==> src/rtl/ldm_pkg.sv <==
package ldm_pkg;

  typedef enum logic [1:0] {
    K2_IDLE = 2'd0,
    K2_AIS  = 2'd1,
    K2_RDI  = 2'd2
  } k2Cls_e;

  // strobes from control to datapath
  typedef struct packed {
    logic   tick;      // frame strobe
    logic   sameRun;   // class equals previous frame's class
    logic   k2Commit;  // run has reached threshold this frame
    k2Cls_e cls;       // class of this frame
    logic   oofNow;    // out-of-frame this frame
    logic   lofSet;    // declare LOF
    logic   lofClr;    // clear LOF
    logic   losReq;    // polarity-corrected, unmasked LOS
  } ldmStb_t;

endpackage

==> src/rtl/ldm_ctrl.sv <==
module ldm_ctrl
  import ldm_pkg::*;
#(
  parameter int RUN_W    = 4,
  parameter int CNT_W    = 5,
  parameter int OOF_SET  = 24,
  parameter int CLR_FAST = 8,
  parameter int CLR_SLOW = 24
) (
  input  logic             clk,
  input  logic             rst,
  input  logic             frameStb,
  input  logic [2:0]       k2Code,
  input  logic             oofIn,
  input  logic             losPin,
  input  logic [RUN_W-1:0] persistCnt,
  input  logic             losActLow,
  input  logic             losInh,
  input  logic             lofFastClr,
  input  k2Cls_e           lastCls,
  input  logic [RUN_W-1:0] runCnt,
  input  logic [CNT_W-1:0] oofCnt,
  input  logic [CNT_W-1:0] clrCnt,
  input  logic             lofState,
  output ldmStb_t          stb
);

  localparam logic [RUN_W-1:0] RUN_MAX = {RUN_W{1'b1}};
  localparam logic [RUN_W-1:0] RUN_ONE = RUN_W'(1);
  localparam logic [CNT_W:0]   SET_LIM = (CNT_W+1)'(OOF_SET);
  localparam logic [CNT_W:0]   FAST_LIM = (CNT_W+1)'(CLR_FAST);
  localparam logic [CNT_W:0]   SLOW_LIM = (CNT_W+1)'(CLR_SLOW);

  k2Cls_e           cls;
  logic [RUN_W-1:0] thr;
  logic [RUN_W-1:0] runNext;
  logic             sameRun;
  logic [CNT_W:0]   oofInc;
  logic [CNT_W:0]   clrInc;
  logic [CNT_W:0]   clrWin;
  logic             losAct;

  always_comb begin
    unique case (k2Code)
      3'b111:  cls = K2_AIS;
      3'b110:  cls = K2_RDI;
      default: cls = K2_IDLE;
    endcase
  end

  always_comb begin
    thr     = (persistCnt == '0) ? RUN_ONE : persistCnt;
    sameRun = (cls == lastCls);
    if (!sameRun)              runNext = RUN_ONE;
    else if (runCnt == RUN_MAX) runNext = runCnt;
    else                        runNext = runCnt + RUN_ONE;
  end

  always_comb begin
    oofInc = {1'b0, oofCnt} + 1'b1;
    clrInc = {1'b0, clrCnt} + 1'b1;
    clrWin = lofFastClr ? FAST_LIM : SLOW_LIM;
    losAct = losPin ^ losActLow;
  end

  always_comb begin
    stb.tick     = frameStb;
    stb.sameRun  = sameRun;
    stb.cls      = cls;
    stb.k2Commit = frameStb && (runNext >= thr);
    stb.oofNow   = oofIn;
    stb.lofSet   = frameStb && oofIn && !lofState && (oofInc >= SET_LIM);
    stb.lofClr   = frameStb && !oofIn && lofState && (clrInc >= clrWin);
    stb.losReq   = losAct && !losInh;
  end


  single_frame_commit_chk: assert property (@(posedge clk) disable iff (rst)
    (stb.k2Commit && !sameRun) |-> (persistCnt <= RUN_ONE));


  clear_needs_inframe_chk: assert property (@(posedge clk) disable iff (rst)
    stb.lofClr |-> (!oofIn && lofState));

endmodule

==> src/rtl/ldm_datapath.sv <==
module ldm_datapath
  import ldm_pkg::*;
#(
  parameter int RUN_W    = 4,
  parameter int CNT_W    = 5,
  parameter int OOF_SET  = 24,
  parameter int CLR_SLOW = 24
) (
  input  logic             clk,
  input  logic             rst,
  input  ldmStb_t          stb,
  output k2Cls_e           lastCls,
  output logic [RUN_W-1:0] runCnt,
  output logic [CNT_W-1:0] oofCnt,
  output logic [CNT_W-1:0] clrCnt,
  output logic             lofState,
  output logic             laisOut,
  output logic             lrdiOut,
  output logic             rdiReq
);

  localparam int NMON = 2;
  localparam logic [RUN_W-1:0] RUN_MAX = {RUN_W{1'b1}};
  localparam logic [RUN_W-1:0] RUN_ONE = RUN_W'(1);
  localparam logic [CNT_W-1:0] OOF_MAX = CNT_W'(OOF_SET);
  localparam logic [CNT_W-1:0] CLR_MAX = CNT_W'(CLR_SLOW);

  logic [NMON-1:0] defBit;
  logic [NMON-1:0] defNext;
  logic            lofNext;

  // run tracking of the K2 class
  always_ff @(posedge clk) begin
    if (rst) begin
      lastCls <= K2_IDLE;
      runCnt  <= '0;
    end else if (stb.tick) begin
      lastCls <= stb.cls;
      if (!stb.sameRun)           runCnt <= RUN_ONE;
      else if (runCnt != RUN_MAX) runCnt <= runCnt + RUN_ONE;
    end
  end

  // out-of-frame and in-frame run counters
  always_ff @(posedge clk) begin
    if (rst) begin
      oofCnt <= '0;
      clrCnt <= '0;
    end else if (stb.tick) begin
      if (stb.oofNow) begin
        clrCnt <= '0;
        if (oofCnt != OOF_MAX) oofCnt <= oofCnt + 1'b1;
      end else begin
        oofCnt <= '0;
        if (clrCnt != CLR_MAX) clrCnt <= clrCnt + 1'b1;
      end
    end
  end

  always_comb begin
    if (stb.lofSet)      lofNext = 1'b1;
    else if (stb.lofClr) lofNext = 1'b0;
    else                 lofNext = lofState;
  end

  always_ff @(posedge clk) begin
    if (rst)           lofState <= 1'b0;
    else if (stb.tick) lofState <= lofNext;
  end

  // one monitor per K2 defect class
  for (genvar i = 0; i < NMON; i++) begin : g_mon
    localparam k2Cls_e MY_CLS = (i == 0) ? K2_AIS : K2_RDI;
    always_comb begin
      defNext[i] = stb.k2Commit ? (stb.cls == MY_CLS) : defBit[i];
    end
    always_ff @(posedge clk) begin
      if (rst)           defBit[i] <= 1'b0;
      else if (stb.tick) defBit[i] <= defNext[i];
    end
  end

  always_ff @(posedge clk) begin
    if (rst)           rdiReq <= 1'b0;
    else if (stb.tick) rdiReq <= defNext[0] | lofNext | stb.losReq;
  end

  always_comb begin
    laisOut = defBit[0];
    lrdiOut = defBit[1];
  end


  no_dual_defect_chk: assert property (@(posedge clk) disable iff (rst)
    !(laisOut && lrdiOut));


  hold_without_strobe_chk: assert property (@(posedge clk) disable iff (rst)
    !stb.tick |=> $stable({laisOut, lrdiOut, lofState, rdiReq}));


  lof_rise_chk: assert property (@(posedge clk) disable iff (rst)
    $rose(lofState) |-> $past(stb.tick && stb.oofNow));


  lof_fall_chk: assert property (@(posedge clk) disable iff (rst)
    $fell(lofState) |-> $past(stb.tick && !stb.oofNow));


  rdi_covers_chk: assert property (@(posedge clk) disable iff (rst)
    (laisOut || lofState) |-> rdiReq);


  oof_bound_chk: assert property (@(posedge clk) disable iff (rst)
    oofCnt <= OOF_MAX);

endmodule

==> src/rtl/line_defect_mon.sv <==
module line_defect_mon
  import ldm_pkg::*;
#(
  parameter int RUN_W    = 4,
  parameter int OOF_SET  = 24,
  parameter int CLR_FAST = 8,
  parameter int CLR_SLOW = 24
) (
  input  logic             clk,
  input  logic             rst,
  input  logic             frameStb,
  input  logic [2:0]       k2Code,
  input  logic             oofIn,
  input  logic             losPin,
  input  logic [RUN_W-1:0] persistCnt,
  input  logic             losActLow,
  input  logic             losInh,
  input  logic             lofFastClr,
  output logic             laisOut,
  output logic             lrdiOut,
  output logic             lofOut,
  output logic             rdiReq
);

  localparam int CNT_MAX = (OOF_SET > CLR_SLOW) ? OOF_SET : CLR_SLOW;
  localparam int CNT_W   = $clog2(CNT_MAX + 1);

  ldmStb_t          stb;
  k2Cls_e           lastCls;
  logic [RUN_W-1:0] runCnt;
  logic [CNT_W-1:0] oofCnt;
  logic [CNT_W-1:0] clrCnt;
  logic             lofState;

  ldm_ctrl #(
    .RUN_W(RUN_W), .CNT_W(CNT_W), .OOF_SET(OOF_SET),
    .CLR_FAST(CLR_FAST), .CLR_SLOW(CLR_SLOW)
  ) u_ctrl (
    .clk(clk), .rst(rst), .frameStb(frameStb), .k2Code(k2Code),
    .oofIn(oofIn), .losPin(losPin), .persistCnt(persistCnt),
    .losActLow(losActLow), .losInh(losInh), .lofFastClr(lofFastClr),
    .lastCls(lastCls), .runCnt(runCnt), .oofCnt(oofCnt),
    .clrCnt(clrCnt), .lofState(lofState), .stb(stb)
  );

  ldm_datapath #(
    .RUN_W(RUN_W), .CNT_W(CNT_W), .OOF_SET(OOF_SET), .CLR_SLOW(CLR_SLOW)
  ) u_dp (
    .clk(clk), .rst(rst), .stb(stb), .lastCls(lastCls),
    .runCnt(runCnt), .oofCnt(oofCnt), .clrCnt(clrCnt),
    .lofState(lofState), .laisOut(laisOut), .lrdiOut(lrdiOut),
    .rdiReq(rdiReq)
  );

  assign lofOut = lofState;

endmodule

==> config.mk <==
export PLATFORM = sky130hd
export DESIGN_NAME = line_defect_mon
export DESIGN_NICKNAME = d
export VERILOG_FILES = /design/src/rtl/ldm_pkg.sv /design/src/rtl/ldm_ctrl.sv /design/src/rtl/ldm_datapath.sv /design/src/rtl/line_defect_mon.sv
export SDC_FILE = /design/constraint.sdc
export NUM_CORES = 1
export LEC_CHECK = 0
export BUFFER_PORTS_ARGS = -buffer_cell sky130_fd_sc_hd__buf_2
export CAP_MARGIN = 25
export CORE_UTILIZATION = 50
export CTS_CLUSTER_SIZE = 10
export DETAILED_ROUTE_END_ITERATION = 7
export PLACE_DENSITY = 0.8
export SLEW_MARGIN = 20
export SYNTH_ARGS = -nofsm -noshare
export SYNTH_HDL_FRONTEND = slang
export SYNTH_SLANG_ARGS = --single-unit
==> constraint.sdc <==
create_clock -name clk -period 2.37 [get_ports clk]
set_input_delay 0 -clock clk [delete_from_list [all_inputs] [get_ports clk]]
set_output_delay 0 -clock clk [all_outputs]
set_load 0.005 [all_outputs]
**Word-level counts from Yosys, hierarchy flattened**

Index checks and enable logic that the tools add are counted.
W data, S select, Z words.

- Register bits after elaboration: 20
- Input port bits: 15
- Output and inout port bits: 4
- Logic and storage cells: 61

- $add $sub $neg: 5
- Magnitude comparators: 3
- Equality and inequality tests: 11
- Muxes and demuxes: 14
- Bitwise logic cells: 3
- Reductions and logical operators: 17

Operator list:

| operator | number |
|---|---|
| $mux W5 | 5 |
| $mux W4 | 5 |
| $add A5 B1 Y6 const B | 2 |
| $add A5 B1 Y5 const B | 2 |
| $ne A5 B5 Y1 const B | 2 |
| $logic_and A1 B1 Y1 | 8 |
| $reduce_and A2 Y1 | 4 |
| $eq A3 B3 Y1 const B | 2 |
| $ge A6 B5 Y1 const B | 1 |
| $ge A6 B6 Y1 | 1 |
| $add A4 B1 Y4 const B | 1 |
| $eq A4 B4 Y1 const B | 1 |
| $ge A4 B4 Y1 | 1 |
| $logic_not A4 Y1 | 1 |
| $ne A2 B1 Y1 const B | 2 |
| $ne A4 B4 Y1 const B | 1 |
| $pmux W2 S2 | 1 |
| $logic_not A1 Y1 | 3 |
| $mux W1 | 3 |
| $eq A2 B1 Y1 const B | 1 |
| $eq A2 B2 Y1 | 1 |
| $eq A2 B2 Y1 const B | 1 |
| $or A1 B1 Y1 | 2 |
| $reduce_bool A2 Y1 | 1 |
| $xor A1 B1 Y1 | 1 |

**Longest topological paths before layout**

- Depth in word-level cells: 9
- Gate-level depth with buffers: 11
- Mapped depth without buffers: 11

**Modules after synthesis**

A second synthesis with hierarchy kept.

- Cell total of the unflattened synthesis: 175
- Area total of the unflattened synthesis: 1402.6 sq um

By module, submodules not included:

| module | instances | cells each | area each (sq um) | sequential area each (sq um) |
|---|---|---|---|---|
| ldm_datapath | 1 | 121 | 1029.7 | 400.4 |
| ldm_ctrl | 1 | 54 | 372.9 | 0.0 |

**Worst setup path before layout**

No wires, ideal clock.

- Kind: register to register
- From: register u_dp.runCnt[0]
- To: register u_dp.rdiReq
- Data arrival time: 2412 ps
- Path slack: -176 ps
- Cell stages (with the launch flop): 11
- Path buffers: 0
- Period minus slack after synthesis: 2546 ps
- Cell sequence: dfxtp_1 > ha_1 > nand3_1 > or2_2 > a21oi_1 > ha_1 > nand2b_1 > a2111o_1 > and3_1 > a211oi_1 > o32ai_1

- Cells in the longest elaborated chain, start to end: 8
- Elaborated cells between the ends (all ways): 9
- Classes of those cells: add/sub: 1; order compare: 1; eq/ne: 1; mux: 3; bitwise: 2; reduce/logical: 1

RTL lines:

| element | RTL line | text |
|---|---|---|
| from (decl) | ldm_datapath.sv:13 | `output logic [RUN_W-1:0] runCnt,` |
| from (signal assigned) | ldm_datapath.sv:40 | `else if (runCnt != RUN_MAX) runCnt <= runCnt + RUN_ONE;` |
| $add A4 B1 Y4 or $eq A4 B4 Y1 (tied branches) | ldm_ctrl.sv:56, ldm_ctrl.sv:55 |  |
| $mux W4 * | ldm_ctrl.sv:55 | `else if (runCnt == RUN_MAX) runNext = runCnt;` |
| $mux W4 * | ldm_ctrl.sv:54 | `if (!sameRun) runNext = RUN_ONE;` |
| $ge A4 B4 Y1 * | ldm_ctrl.sv:70 | `stb.k2Commit = frameStb && (runNext >= thr);` |
| $logic_and A1 B1 Y1 * | ldm_ctrl.sv:70 |  |
| $mux W1 * | ldm_datapath.sv:75 | `defNext[i] = stb.k2Commit ? (stb.cls == MY_CLS) : defBit[i];` |
| $or A1 B1 Y1 * (2 in series) | ldm_datapath.sv:85 | `else if (stb.tick) rdiReq <= defNext[0] \| lofNext \| stb.losReq;` |
| to (signal assigned) | ldm_datapath.sv:85 |  |
| to (decl) | ldm_datapath.sv:19 | `output logic rdiReq` |

Mark *: on every way between the ends. The rest lies on a longest branch, timed or not.
A chain may end at the register's enable or synchronous reset.

**Worst setup path after layout**

- From: register u_dp.lastCls[0]
- To: register u_dp.rdiReq

- Cells in the longest elaborated chain, start to end: 7

RTL lines:

| element | RTL line | text |
|---|---|---|
| from (decl) | ldm_datapath.sv:12 | `output k2Cls_e lastCls,` |
| from (signal assigned) | ldm_datapath.sv:38 | `lastCls <= stb.cls;` |
| $eq A2 B2 Y1 | ldm_ctrl.sv:53 | `sameRun = (cls == lastCls);` |
| $mux W4 | ldm_ctrl.sv:54 |  |
| $ge A4 B4 Y1 | ldm_ctrl.sv:70 |  |
| $logic_and A1 B1 Y1 | ldm_ctrl.sv:70 |  |
| $mux W1 | ldm_datapath.sv:75 |  |
| $or A1 B1 Y1 (2 in series) | ldm_datapath.sv:85 |  |

Every way passes these cells.

==> impl_results.md <==
* Status: complete, no violations
* Synth Warn # at 0
* Crit-path slowest cell: a2111o_1
* Max Buffers Root-to-Sink at 2
* Syn_nets at 185
* Setup WS post-layout at 50.8 ps
* Hold Path Origin: rst
* Endpoints failing setup at 0
* First drt pass iteration count at 5
* N_diodes at 0
* Die outline width at 52.6 um
* Cts bufs inserted at 3
* Synthesized cell area at 1280 um^2
* Seq/Total Area, Yosys at 31.3%
* Worst-Margin Slew at 666 ps
* Number of buffers and inverters on the critical path at 0
* Gpl congestion at 0.883
* Final Hold Violating Endpoints at 0
* Via count at 1,300
* Die height at 52.6 um
* Global-route wire length before repair at 5040 um
* DP Wirelength at 2230 um
* Final antenna-violating net count at 0
* Crit-path cells: a21oi_1 -> a21oi_1 -> o21a_1 -> o21bai_1 -> nor2_1 -> ha_1 -> a2111o_1 -> and3_1 -> a211oi_2 -> o32ai_1
* Power density cells at 499 nW/um^2
* DRC at 0
* Worst R2R Start: u_dp.lastCls[0]$_SDFFE_PP0P_
* Synth cell types at 38
* 1st-iter DRT viols at 62
* Peak VDD IR at 352 uV
* Worst Skew at 8.36 ps
* Routed Wire Length at 3030 um
* Maximum clock frequency at 431 MHz
* Hold WC Path Type: input port to flop
* Postcts setup bufs at 0
* Syn Area/Cell at 8.00 um^2
* Gr busiest metal: met2
* Reported leakage power at 0.667 nW
* Number of flops mapped to enable cells by yosys at 0
* Final cell count without fillers at 210
* Vias per inst at 6.19
* Critical path required time at 2560 ps
* Main synth FF type: dfxtp_1
* Post-layout min period at 2320 ps
* Post-route cell area at 1510 um^2
* Seq cells post-synth at 20
* Crit-path max cell delay at 420 ps
* Num rows at 17
* RSZ-0062 raised after global routing: true
* H-tree Lvls at 1
* DR WL/cell at 14.4 um
* Pre-CTS setup slack at -48.1 ps
* Initial Utilization at 55.2%
* CTS sink count at 20
* Area Growth Syn to Fin at 18.3%
* R2R setup slack at 50 ps
* Hold buffers post-CTS at 0
* Type of origin of the critical path: flop
* Mapped Cells at 160
* Critical path origin: u_dp.lastCls[0]$_SDFFE_PP0P_
* Commonest cells after routing, fill and taps aside: nor2_1, buf_2, dfxtp_1
* Final Max Tran Viols at 0
* All-Layer GR Usage at 24.7%
* Largest net degree at the start of global routing at 22
* TritonCTS clock tree: built
* Clk_lat worst skew at 310 ps
* Die area at 2770 um^2
* Initial antenna violation count at 0
* Met3 Usage GRT at 3.48%
* Placed instance area at 1450 um^2
* Tcrit/Tclk final at 97.9%
* Root Buffer Master: clkbuf_4
* Crit path kind: flop to flop
* Nets@finish at 208
* Vias in the first global route at 1,211
* # port buffers at 18
* Critical Path AT at 2510 ps
* Commonest non-fill, non-tap cell in the layout: nor2_1
* Worst slew margin at 55.1%
* GRT overflow at 0
* Most used cell, CP: a21oi_1
* # IOs at 19
* Crit-path max FO at 6
* GR Util met1 at 27.3%
* Share of flip-flops with an asynchronous set or reset at 0%
* CP Capture Type: flop
* GRT met2 Usage at 45.1%
* Core area at 2320 um^2
* MaxCap Viol Count at 0
* Share of layout cells above drive strength 1 at 22.5%
* Placed Cells at 206
* Delay-heaviest family, CP: compound AO/OA/AOI/OAI gates
* Clock transition at path regs at 130 ps
## synthesized netlist by cell type, drive strengths merged, types with 3 or more instances
master	n	area (um^2)
nand2	7	26.3
nor2	22	82.6
nand2b	3	18.8
ha	10	125
dfxtp	20	400
clkbuf	6	22.5
nor3	3	15.0
nand3	11	60.1
a21oi	17	88.8
a211oi	3	22.5
o21ai	6	30.0
nor3b	3	22.5
mux2i	6	60.1
inv	9	33.8
and3	3	18.8
a21o	4	31.3
nand4	3	18.8
o21a	4	30.0
## layer usage
metal  vias up  part of all wire, %
met5         -                    0
met4         0                  3.0
met3        16                  6.4
met2        63                   50
met1       597                   41
li1        624                    -
## stage by stage
step / power [mW] / utilization [%] / setup TNS, ps / hold slack (ps)
CTS: 0.760 / 65.3 / 0 / 66.4
global placement: 0.462 / 62.5 / 0 / 398
detailed placement: 0.470 / 62.5 / -48.1 / 405
floorplan: 0.433 / - / 0 / 211
global route: 0.789 / 65.3 / -159 / 80.1
finish: 0.755 / 65.3 / 0 / 75.9
## area by class of cell
cell class              count  area [um^2]
flip-flops and latches     20          405
inverters                   9         33.8
clock buffers               3         22.5
multi-input cells         125          852
fillers                   189          805
repair buffers             24          135
clock inverters             1         30.0
well taps                  28         35.0
## state kept, by name, summed over array words and instances, names as in the netlist
name and flops:
u_dp.clrCnt 5, u_dp.laisOut 1, u_dp.lastCls 2, u_dp.lofState 1, u_dp.lrdiOut 1, u_dp.oofCnt 5, u_dp.rdiReq 1, u_dp.runCnt 4
## kinds of logic after synthesis
| family | share of synthesized area, % |
|---|---|
| and+or+nand+nor | 24.0 |
| AOI/OAI and AO/OA | 23.4 |
| DFF | 31.3 |
| buffers and inverters | 4.40 |
| adders and majority gates | 9.78 |
| muxes | 5.86 |
| xor gates and xnor gates | 1.37 |
## repair_timing
| action | in CTS | in global routing |
|---|---|---|
| pin swaps | 5 | 1 |
| resized for setup | 3 | 0 |
| endpoints found under the setup margin | 1 | 3 |
| cloned | 0 | 0 |
## power by group
part | internal [mW] | switching [mW]
combinational | 0.0514 | 0.0635
sequential | 0.344 | 0.00733
clock | 0.171 | 0.118
total | 0.567 | 0.189
## final timing paths
| check | endpoint | depth (start not counted) |
|---|---|---|
| max | u_dp.rdiReq$_SDFFE_PP0P_ | 10 |
| min | u_dp.clrCnt[2]$_SDFFE_PP0P_ | 2 |
| max reg2reg | u_dp.rdiReq$_SDFFE_PP0P_ | 10 |
| min reg2reg | u_dp.lastCls[1]$_SDFFE_PP0P_ | 2 |
Note: power is estimated with default switching activity, not from simulation.
